### src/rtl/exc_entry_pkg.sv
package exc_entry_pkg;

  localparam int CAUSE_N  = 4;
  localparam int TRAP_IDX = 0;
  localparam int NMI_IDX  = 1;
  localparam int BUSF_IDX = 2;
  localparam int IRQ_IDX  = 3;

  typedef enum logic [1:0] {
    CS_TRAP = 2'd0,
    CS_NMI  = 2'd1,
    CS_BUSF = 2'd2,
    CS_IRQ  = 2'd3
  } exc_cause_e;

  typedef enum logic {
    FS_IDLE  = 1'b0,
    FS_FETCH = 1'b1
  } fetch_st_e;

endpackage

### src/rtl/exc_cause_arb.sv
module exc_cause_arb
  import exc_entry_pkg::*;
#(
  parameter int VEC_W = 8
) (
  input  logic [CAUSE_N-1:0] req_cause,
  input  logic [VEC_W-1:0]   trap_vec,
  input  logic [VEC_W-1:0]   fault_vec,
  input  logic [VEC_W-1:0]   irq_vec,
  output logic               any_req,
  output exc_cause_e         win_cause,
  output logic [VEC_W-1:0]   win_vec
);

  assign any_req = |req_cause;

  // Later tests override earlier ones: lowest priority first.
  always_comb begin
    win_cause = CS_IRQ;
    win_vec   = irq_vec;
    if (req_cause[TRAP_IDX]) begin
      win_cause = CS_TRAP;
      win_vec   = trap_vec;
    end
    if (req_cause[NMI_IDX]) begin
      win_cause = CS_NMI;
      win_vec   = '0;
    end
    if (req_cause[BUSF_IDX]) begin
      win_cause = CS_BUSF;
      win_vec   = fault_vec;
    end
  end

endmodule

### src/rtl/exc_ctx_xform.sv
module exc_ctx_xform
  import exc_entry_pkg::*;
#(
  parameter int XLEN      = 32,
  parameter int VEC_W     = 8,
  parameter int DS_W      = 2,
  parameter int U_BIT     = 8,
  parameter int M_BIT     = 30,
  parameter int CCS_KEEP  = 2,
  parameter int CCS_SHIFT = 10,
  parameter int EXS_POS   = 8,
  parameter int IDX_W     = 8
) (
  input  exc_cause_e        cause,
  input  logic [VEC_W-1:0]  vec,
  input  logic [XLEN-1:0]   cur_pc,
  input  logic [XLEN-1:0]   cur_sp,
  input  logic [XLEN-1:0]   kern_sp,
  input  logic [XLEN-1:0]   cur_ccs,
  input  logic [XLEN-1:0]   vec_base,
  input  logic [DS_W-1:0]   ds_off,
  output logic [XLEN-1:0]   ret_addr,
  output logic              ret_nmi,
  output logic              sp_swap,
  output logic [XLEN-1:0]   usp_val,
  output logic [XLEN-1:0]   sp_val,
  output logic [XLEN-1:0]   ccs_val,
  output logic [XLEN-1:0]   exs_val,
  output logic [XLEN-1:0]   fetch_addr
);

  localparam int LOW_W = XLEN - CCS_KEEP - CCS_SHIFT;

  logic [XLEN-1:0] vec_ext;
  logic [XLEN-1:0] ccs_pre;
  logic [XLEN-1:0] tbl_sum;

  assign vec_ext  = XLEN'(vec);
  assign ret_addr = cur_pc - XLEN'(ds_off);
  assign ret_nmi  = (cause == CS_NMI);

  assign sp_swap  = cur_ccs[U_BIT];
  assign usp_val  = cur_sp;
  assign sp_val   = sp_swap ? kern_sp : cur_sp;

  always_comb begin
    ccs_pre = cur_ccs;
    if (cause == CS_NMI) ccs_pre[M_BIT] = 1'b0;
  end

  assign ccs_val = {ccs_pre[XLEN-1 -: CCS_KEEP], ccs_pre[LOW_W-1:0],
                    {CCS_SHIFT{1'b0}}};

  always_comb begin
    exs_val = '0;
    exs_val[EXS_POS +: IDX_W] = vec_ext[IDX_W-1:0];
  end

  // Word-sized table entries; the top address bit only selects caching.
  assign tbl_sum = vec_base + (vec_ext << 2);
  always_comb begin
    fetch_addr = tbl_sum;
    fetch_addr[XLEN-1] = 1'b0;
  end

endmodule

### src/rtl/exc_vec_fetch.sv
module exc_vec_fetch
  import exc_entry_pkg::*;
#(
  parameter int XLEN = 32
) (
  input  logic            clk,
  input  logic            rst,
  input  logic            start,
  input  logic [XLEN-1:0] start_addr,
  input  logic            mem_ack,
  input  logic [XLEN-1:0] mem_rdata,
  output logic            busy,
  output logic            mem_req,
  output logic [XLEN-1:0] mem_addr,
  output logic            done,
  output logic [XLEN-1:0] pc_out
);

  fetch_st_e st_q;

  always_ff @(posedge clk) begin
    if (rst) begin
      st_q     <= FS_IDLE;
      busy     <= 1'b0;
      mem_req  <= 1'b0;
      mem_addr <= '0;
      done     <= 1'b0;
      pc_out   <= '0;
    end else begin
      done <= 1'b0;
      case (st_q)
        FS_IDLE: begin
          if (start) begin
            st_q     <= FS_FETCH;
            busy     <= 1'b1;
            mem_req  <= 1'b1;
            mem_addr <= start_addr;
          end
        end
        FS_FETCH: begin
          if (mem_ack) begin
            st_q    <= FS_IDLE;
            busy    <= 1'b0;
            mem_req <= 1'b0;
            done    <= 1'b1;
            pc_out  <= mem_rdata;
          end
        end
        default: st_q <= FS_IDLE;
      endcase
    end
  end

  AST_REQ_HOLD: assert property (@(posedge clk) disable iff (rst)
    (mem_req && !mem_ack) |=> (mem_req && $stable(mem_addr)));
  AST_ADDR_NOCACHE: assert property (@(posedge clk) disable iff (rst)
    mem_req |-> !mem_addr[XLEN-1]);
  AST_DONE_PULSE: assert property (@(posedge clk) disable iff (rst)
    done |=> !done);
  AST_DONE_IDLE: assert property (@(posedge clk) disable iff (rst)
    done |-> (!busy && !mem_req));

endmodule

### src/rtl/exc_entry_seq.sv
module exc_entry_seq
  import exc_entry_pkg::*;
#(
  parameter int XLEN  = 32,
  parameter int VEC_W = 8,
  parameter int DS_W  = 2,
  parameter int U_BIT = 8,
  parameter int M_BIT = 30
) (
  input  logic               clk,
  input  logic               rst,
  input  logic [CAUSE_N-1:0] req_cause,
  input  logic [VEC_W-1:0]   trap_vec,
  input  logic [VEC_W-1:0]   fault_vec,
  input  logic [VEC_W-1:0]   irq_vec,
  input  logic [XLEN-1:0]    cur_pc,
  input  logic [XLEN-1:0]    cur_sp,
  input  logic [XLEN-1:0]    kern_sp,
  input  logic [XLEN-1:0]    cur_ccs,
  input  logic [XLEN-1:0]    vec_base,
  input  logic [DS_W-1:0]    ds_off,
  output logic               busy,
  output logic               done,
  output logic               abort,
  output logic               mem_req,
  output logic [XLEN-1:0]    mem_addr,
  input  logic               mem_ack,
  input  logic [XLEN-1:0]    mem_rdata,
  output logic [XLEN-1:0]    ret_addr,
  output logic               ret_nmi,
  output logic               sp_swap,
  output logic [XLEN-1:0]    usp_out,
  output logic [XLEN-1:0]    sp_out,
  output logic [XLEN-1:0]    ccs_out,
  output logic [XLEN-1:0]    exs_out,
  output logic [XLEN-1:0]    pc_out
);

  logic             any_req;
  exc_cause_e       win_cause;
  logic [VEC_W-1:0] win_vec;
  logic             accept;
  exc_cause_e       act_cause_q;

  logic [XLEN-1:0]  x_ret, x_usp, x_sp, x_ccs, x_exs, x_addr;
  logic             x_nmi, x_swap;

  exc_cause_arb #(.VEC_W(VEC_W)) u_arb (
    .req_cause (req_cause),
    .trap_vec  (trap_vec),
    .fault_vec (fault_vec),
    .irq_vec   (irq_vec),
    .any_req   (any_req),
    .win_cause (win_cause),
    .win_vec   (win_vec)
  );

  exc_ctx_xform #(
    .XLEN(XLEN), .VEC_W(VEC_W), .DS_W(DS_W), .U_BIT(U_BIT), .M_BIT(M_BIT)
  ) u_xform (
    .cause      (win_cause),
    .vec        (win_vec),
    .cur_pc     (cur_pc),
    .cur_sp     (cur_sp),
    .kern_sp    (kern_sp),
    .cur_ccs    (cur_ccs),
    .vec_base   (vec_base),
    .ds_off     (ds_off),
    .ret_addr   (x_ret),
    .ret_nmi    (x_nmi),
    .sp_swap    (x_swap),
    .usp_val    (x_usp),
    .sp_val     (x_sp),
    .ccs_val    (x_ccs),
    .exs_val    (x_exs),
    .fetch_addr (x_addr)
  );

  assign accept = any_req && !busy;

  exc_vec_fetch #(.XLEN(XLEN)) u_fetch (
    .clk        (clk),
    .rst        (rst),
    .start      (accept),
    .start_addr (x_addr),
    .mem_ack    (mem_ack),
    .mem_rdata  (mem_rdata),
    .busy       (busy),
    .mem_req    (mem_req),
    .mem_addr   (mem_addr),
    .done       (done),
    .pc_out     (pc_out)
  );

  // Context is frozen at acceptance and committed by the core on done.
  always_ff @(posedge clk) begin
    if (rst) begin
      act_cause_q <= CS_IRQ;
      ret_addr    <= '0;
      ret_nmi     <= 1'b0;
      sp_swap     <= 1'b0;
      usp_out     <= '0;
      sp_out      <= '0;
      ccs_out     <= '0;
      exs_out     <= '0;
    end else if (accept) begin
      act_cause_q <= win_cause;
      ret_addr    <= x_ret;
      ret_nmi     <= x_nmi;
      sp_swap     <= x_swap;
      usp_out     <= x_usp;
      sp_out      <= x_sp;
      ccs_out     <= x_ccs;
      exs_out     <= x_exs;
    end
  end

  always_ff @(posedge clk) begin
    if (rst) abort <= 1'b0;
    else if (busy && (act_cause_q == CS_BUSF) && req_cause[BUSF_IDX])
      abort <= 1'b1;
  end

  AST_ABORT_STICKY: assert property (@(posedge clk) disable iff (rst)
    abort |=> abort);
  AST_BUSY_FROZEN: assert property (@(posedge clk) disable iff (rst)
    busy |=> ($stable(exs_out) && $stable(ret_addr) && $stable(ccs_out)));
  AST_EXS_ZERO: assert property (@(posedge clk) disable iff (rst)
    done |-> (exs_out[7:0] == 8'h00 && exs_out[XLEN-1:16] == '0));
  AST_CCS_LOW: assert property (@(posedge clk) disable iff (rst)
    done |-> (ccs_out[9:0] == 10'h000));

endmodule

### config.mk
export PLATFORM = sky130hd
export DESIGN_NAME = exc_entry_seq
export DESIGN_NICKNAME = d
export VERILOG_FILES = /design/src/rtl/exc_entry_pkg.sv /design/src/rtl/exc_cause_arb.sv /design/src/rtl/exc_ctx_xform.sv /design/src/rtl/exc_vec_fetch.sv /design/src/rtl/exc_entry_seq.sv
export SDC_FILE = /design/constraint.sdc
export NUM_CORES = 1
export LEC_CHECK = 0
export ABC_AREA = 1
export BUFFER_PORTS_ARGS = -buffer_cell sky130_fd_sc_hd__buf_4
export CAP_MARGIN = 15
export CORE_AREA = 2 2 175 177
export DETAILED_ROUTE_END_ITERATION = 12
export DIE_AREA = 0 0 177 179
export PLACE_DENSITY_LB_ADDON = 0.2
export SLEW_MARGIN = 20
export SYNTH_ARGS = -nofsm -noshare
export SYNTH_HDL_FRONTEND = slang
export SYNTH_SLANG_ARGS = --single-unit
### constraint.sdc
create_clock -name clk -period 3.4 [get_ports clk]
set_input_delay 0.68 -clock clk [delete_from_list [all_inputs] [get_ports clk]]
set_output_delay 0.68 -clock clk [all_outputs]
set_load 0.02 [all_outputs]
==> results.py <==
metrics = {
    "die": {
        "io_pins": 455,
        "die_area_sq_mm": 0.0317,
        "rows": 64,
        "die_h_microns": 179,
        "start_util": 0.324,
        "core_area_sq_mm": 0.0300,
        "die_x_microns": 177,
    },
    "routing": {
        "drt_pass1_iterations": 5,
        "met1_length_microns": 14400,
        "drc": 0,
        "routedWlPerCell_microns": 15.1,
        "wl_met3_microns": 2580,
        "met2_length_microns": 15700,
        "viasPerCell": 4.61,
        "highest_layer": "met4",
        "ant_nets": 0,
        "drt-initial-drc-count": 604,
        "routed_wirelength_microns": 33300,
        "via_count": 10100,
    },
    "timing": {
        "tightest_slew_ns": 0.662,
        "worst_clock_skew_ns": 0.00931,
        "grt_setup_unrepaired": "no",
        "slew_violations": 0,
        "setup_viol": 0,
        "timing.setup.tns_ns": 0,
        "period_minus_slack_ns": 2.76,
        "fmaxAchievable_mhz": 362,
        "final_hold_viol_count": 0,
        "post-route-period-util": 0.813,
        "worst_slew_margin_rel": 0.554,
    },
    "final_layout": {
        "syn_to_final_growth_pct": 39.0,
        "finalInstanceArea_sq_mm": 0.0135,
        "final_core_util": 0.451,
        "ff_latch_area_sq_mm": 0.00392,
        "multi_input_area_sq_mm": 0.00474,
        "finalNetCount": 2025,
        "layoutNonFillerInstCount": 2197,
        "num-fill-cells": 3121,
        "diodes": 0,
        "drive_gt1_frac": 0.272,
    },
    "global_routing": {
        "antenna_found_initial": 0,
        "grt_pass1_vias": 9266,
        "grt_pass1_wl_microns": 50000,
        "overflow": 0,
        "grt_max_degree": 96,
        "grt_util_all_layers": 0.201,
    },
    "worst_setup_path": {
        "reg2reg_from": "u_fetch.mem_req$_SDFFE_PP0P_",
        "crit_required_ns": 3.74,
        "startpoint": "req_cause[1]",
        "cp.arrival_ns": 3.10,
        "cp_max_fo": 9,
        "timing.rr.end": "u_fetch.mem_addr[5]$_SDFFE_PP0P_",
        "cp-end-kind": "flip-flop",
        "worstSetupPathType": "input pin to flip-flop",
        "rr_worst_depth": 8,
        "rrSetupSlack_ns": 1.45,
        "crit_end": "u_fetch.mem_addr[20]$_SDFFE_PP0P_",
        "worstSetupStartpointType": "input pin",
    },
    "placement": {
        "place_area_sq_mm": 0.0129,
        "dpl.hpwl_microns": 25300,
        "dpl.cell_count": 2165,
        "place_congestion": 0.846,
        "numPortBuffers": 408,
    },
    "synthesis": {
        "yosysUniqueCellTypes": 48,
        "synth_edf_count": 0,
        "synth-seq-cells": 196,
        "synth-compound-area-share": 0.149,
        "async_flop_share": 0,
        "synth.area.mux_share": 0,
        "yosysSeqAreaShare": 0.403,
        "synth_area_sq_mm": 0.00974,
        "syn_avg_cell_area_sq_um": 6.87,
        "yosysTopAreaCell": "dfxtp_1",
        "synthTopCellsByArea": "dfxtp_1 (40%), nand2_1 (11%), nor2_1 (8.8%), inv_1 (5.5%), a21oi_1 (4.9%)",
        "synth_top_family_by_area": "simple AND/OR/NAND/NOR gates",
        "post-synth-top-area-fraction": 0.403,
        "synth_xor_area_frac": 0.0108,
        "ys.flop_type": "dfxtp_1",
        "synthCells": 1418,
        "yosysWarnings": 0,
        "synthSimpleGateAreaFrac": 0.296,
        "synth-adder-area-share": 0.0170,
    },
    "power_and_ir_drop": {
        "irDropWorstVdd_v": 0.000295,
        "power.leakage_nw": 6.97,
        "power.density_mw_per_mm2": 499,
        "p_total_w": 0.00675,
    },
    "cts": {
        "htreeDepth": 4,
        "clock-sinks": 196,
        "insertion_delay_ns": 0.44,
        "cts-resized-gates": 0,
        "cts_tree": "yes",
        "clock-root-buffer": "clkbuf_16",
        "cts_buffer_depth": 2,
        "cts_setup_buffers": 0,
        "clk_pin_slew_ns": 0.08,
        "hold_buffers": 0,
        "cts_made_buffers": 17,
    },
    "job": {
        "drv_cap": 0,
    },
    "worst_hold_path": {
        "min_path_type": "input pin to flip-flop",
    },
    "status": {
        "outcome": "finished clean",
    },
}
## cells in the mapped netlist, types with 3 or more instances
library cell,count
buf_1,4
a31oi_1,5
nor3_1,4
o21a_1,17
nand3_1,94
nand4_1,17
nor2_2,8
nand3b_1,7
nand2_2,3
nor2_1,229
xor2_1,8
buf_4,45
inv_1,143
a21oi_1,96
o21ai_1,40
dfxtp_1,196
buf_2,20
clkbuf_1,27
nand2_1,290
buf_6,8
o21ai_0,93
o22ai_1,8
xnor2_1,4
nand3_2,4
o211ai_1,4
ha_1,10
inv_2,4
nor2_4,4
## placed cells by master, fill, tap and decap left out, types with 3 or more instances in the layout
| master | Yosys | routed |
|---|---|---|
| nor2_1 | 229 | 229 |
| nand3_2 | 4 | 4 |
| inv_2 | 4 | 4 |
| ha_1 | 10 | 10 |
| nor3_1 | 4 | 4 |
| nor2_2 | 8 | 8 |
| o21ai_1 | 40 | 40 |
| clkbuf_16 | 0 | 17 |
| o21a_1 | 17 | 17 |
| dfxtp_1 | 196 | 196 |
| inv_8 | 0 | 3 |
| conb_1 | 1 | 35 |
| nand3b_1 | 7 | 7 |
| nand3_1 | 94 | 94 |
| a21oi_1 | 96 | 96 |
| a31oi_1 | 5 | 5 |
| nand2_2 | 3 | 3 |
| buf_12 | 0 | 3 |
| xnor2_1 | 4 | 4 |
| inv_1 | 143 | 142 |
| buf_4 | 45 | 418 |
| inv_6 | 0 | 3 |
| o21ai_0 | 93 | 93 |
| nand2_1 | 290 | 290 |
| xor2_1 | 8 | 8 |
| o211ai_1 | 4 | 4 |
| nand4_1 | 17 | 17 |
| o22ai_1 | 8 | 8 |
| nor2_4 | 4 | 4 |
## sequential cells by signal (all words and copies together), names as in the netlist
signal / flops
usp_out: 32
u_fetch.done: 1
sp_out: 32
act_cause_q: 2
u_fetch.mem_addr: 31
u_fetch.st_q: 1
ccs_out: 22
exs_out: 8
u_fetch.mem_req: 1
abort: 1
ret_nmi: 1
u_fetch.pc_out: 32
ret_addr: 32
## how the worst min path moves through the flow
stage / start / end / slack (ns) / depth (start not counted)
2_1_floorplan: act_cause_q[0]$_SDFFE_PP1P_ / act_cause_q[0]$_SDFFE_PP1P_ / 0.44 / 2
3_3_place_gp: abort$_SDFFE_PP0P_ / abort$_SDFFE_PP0P_ / 0.45 / 2
3_5_place_dp: abort$_SDFFE_PP0P_ / abort$_SDFFE_PP0P_ / 0.45 / 2
4_1_cts: mem_rdata[8] / u_fetch.pc_out[8]$_SDFFE_PP0P_ / 0.40 / 3
5_1_grt: mem_rdata[8] / u_fetch.pc_out[8]$_SDFFE_PP0P_ / 0.40 / 3
6_report: mem_rdata[8] / u_fetch.pc_out[8]$_SDFFE_PP0P_ / 0.42 / 3
## cell type report
cell class / count / area share
inverters: 149 / 0.0417
well taps: 396 / 0.0366
multi-input cells: 1003 / 0.350
clock buffers: 17 / 0.0314
flip-flops and latches: 196 / 0.290
clock inverters: 15 / 0.0140
repair buffers: 421 / 0.236
## stage by stage
| step | hold slack, ns | worst slack, ns |
|---|---|---|
| after floorplan | 0.439 | 0.671 |
| after global placement | 0.445 | 0.236 |
| after detailed placement | 0.452 | 0.199 |
| after CTS | 0.399 | 0.633 |
| after global routing | 0.401 | 0.371 |
| final | 0.424 | 0.637 |
## logic make-up (layout without fill, tap and decap cells)
group	count (synthesis)	in the layout
XOR/XNOR	12	12
other	1	35
adder cells (fa/ha/maj)	12	12
AO/OA/AOI/OAI	271	271
AND/OR/NAND/NOR	673	673
buffers and inverters	253	602
flip-flops	196	196
## layer usage
layer / vias to the layer above / track usage
met5: - / 0
met2: 318 / 0.335
li1: 5205 / -
met4: 0 / 0.0579
met1: 4566 / 0.250
met3: 40 / 0.0587
## critical path: stages
cell	delay, ns
buf_4	0.12
nor2_2	0.23
nand2_1	0.08
nand3_1	0.07
o21ai_0	0.12
inv_1	0.13
ha_1	0.24
inv_1	0.08
fa_1	0.42
o21ai_2	0.29
nand2_1	0.10
nand2_2	0.19
nand3_1	0.09
nand2_1	0.07
nand3_1	0.06
nand2_1	0.08
inv_1	0.03
## power breakdown
part,internal (W),switching [W],total [W]
Clock,0.00113,0.00102,0.00215
Sequential,0.00256,0.000145,0.00270
Combinational,0.000756,0.00115,0.00190
Total,0.00444,0.00231,0.00675
No activity file was read; power rests on OpenSTA's default activity.
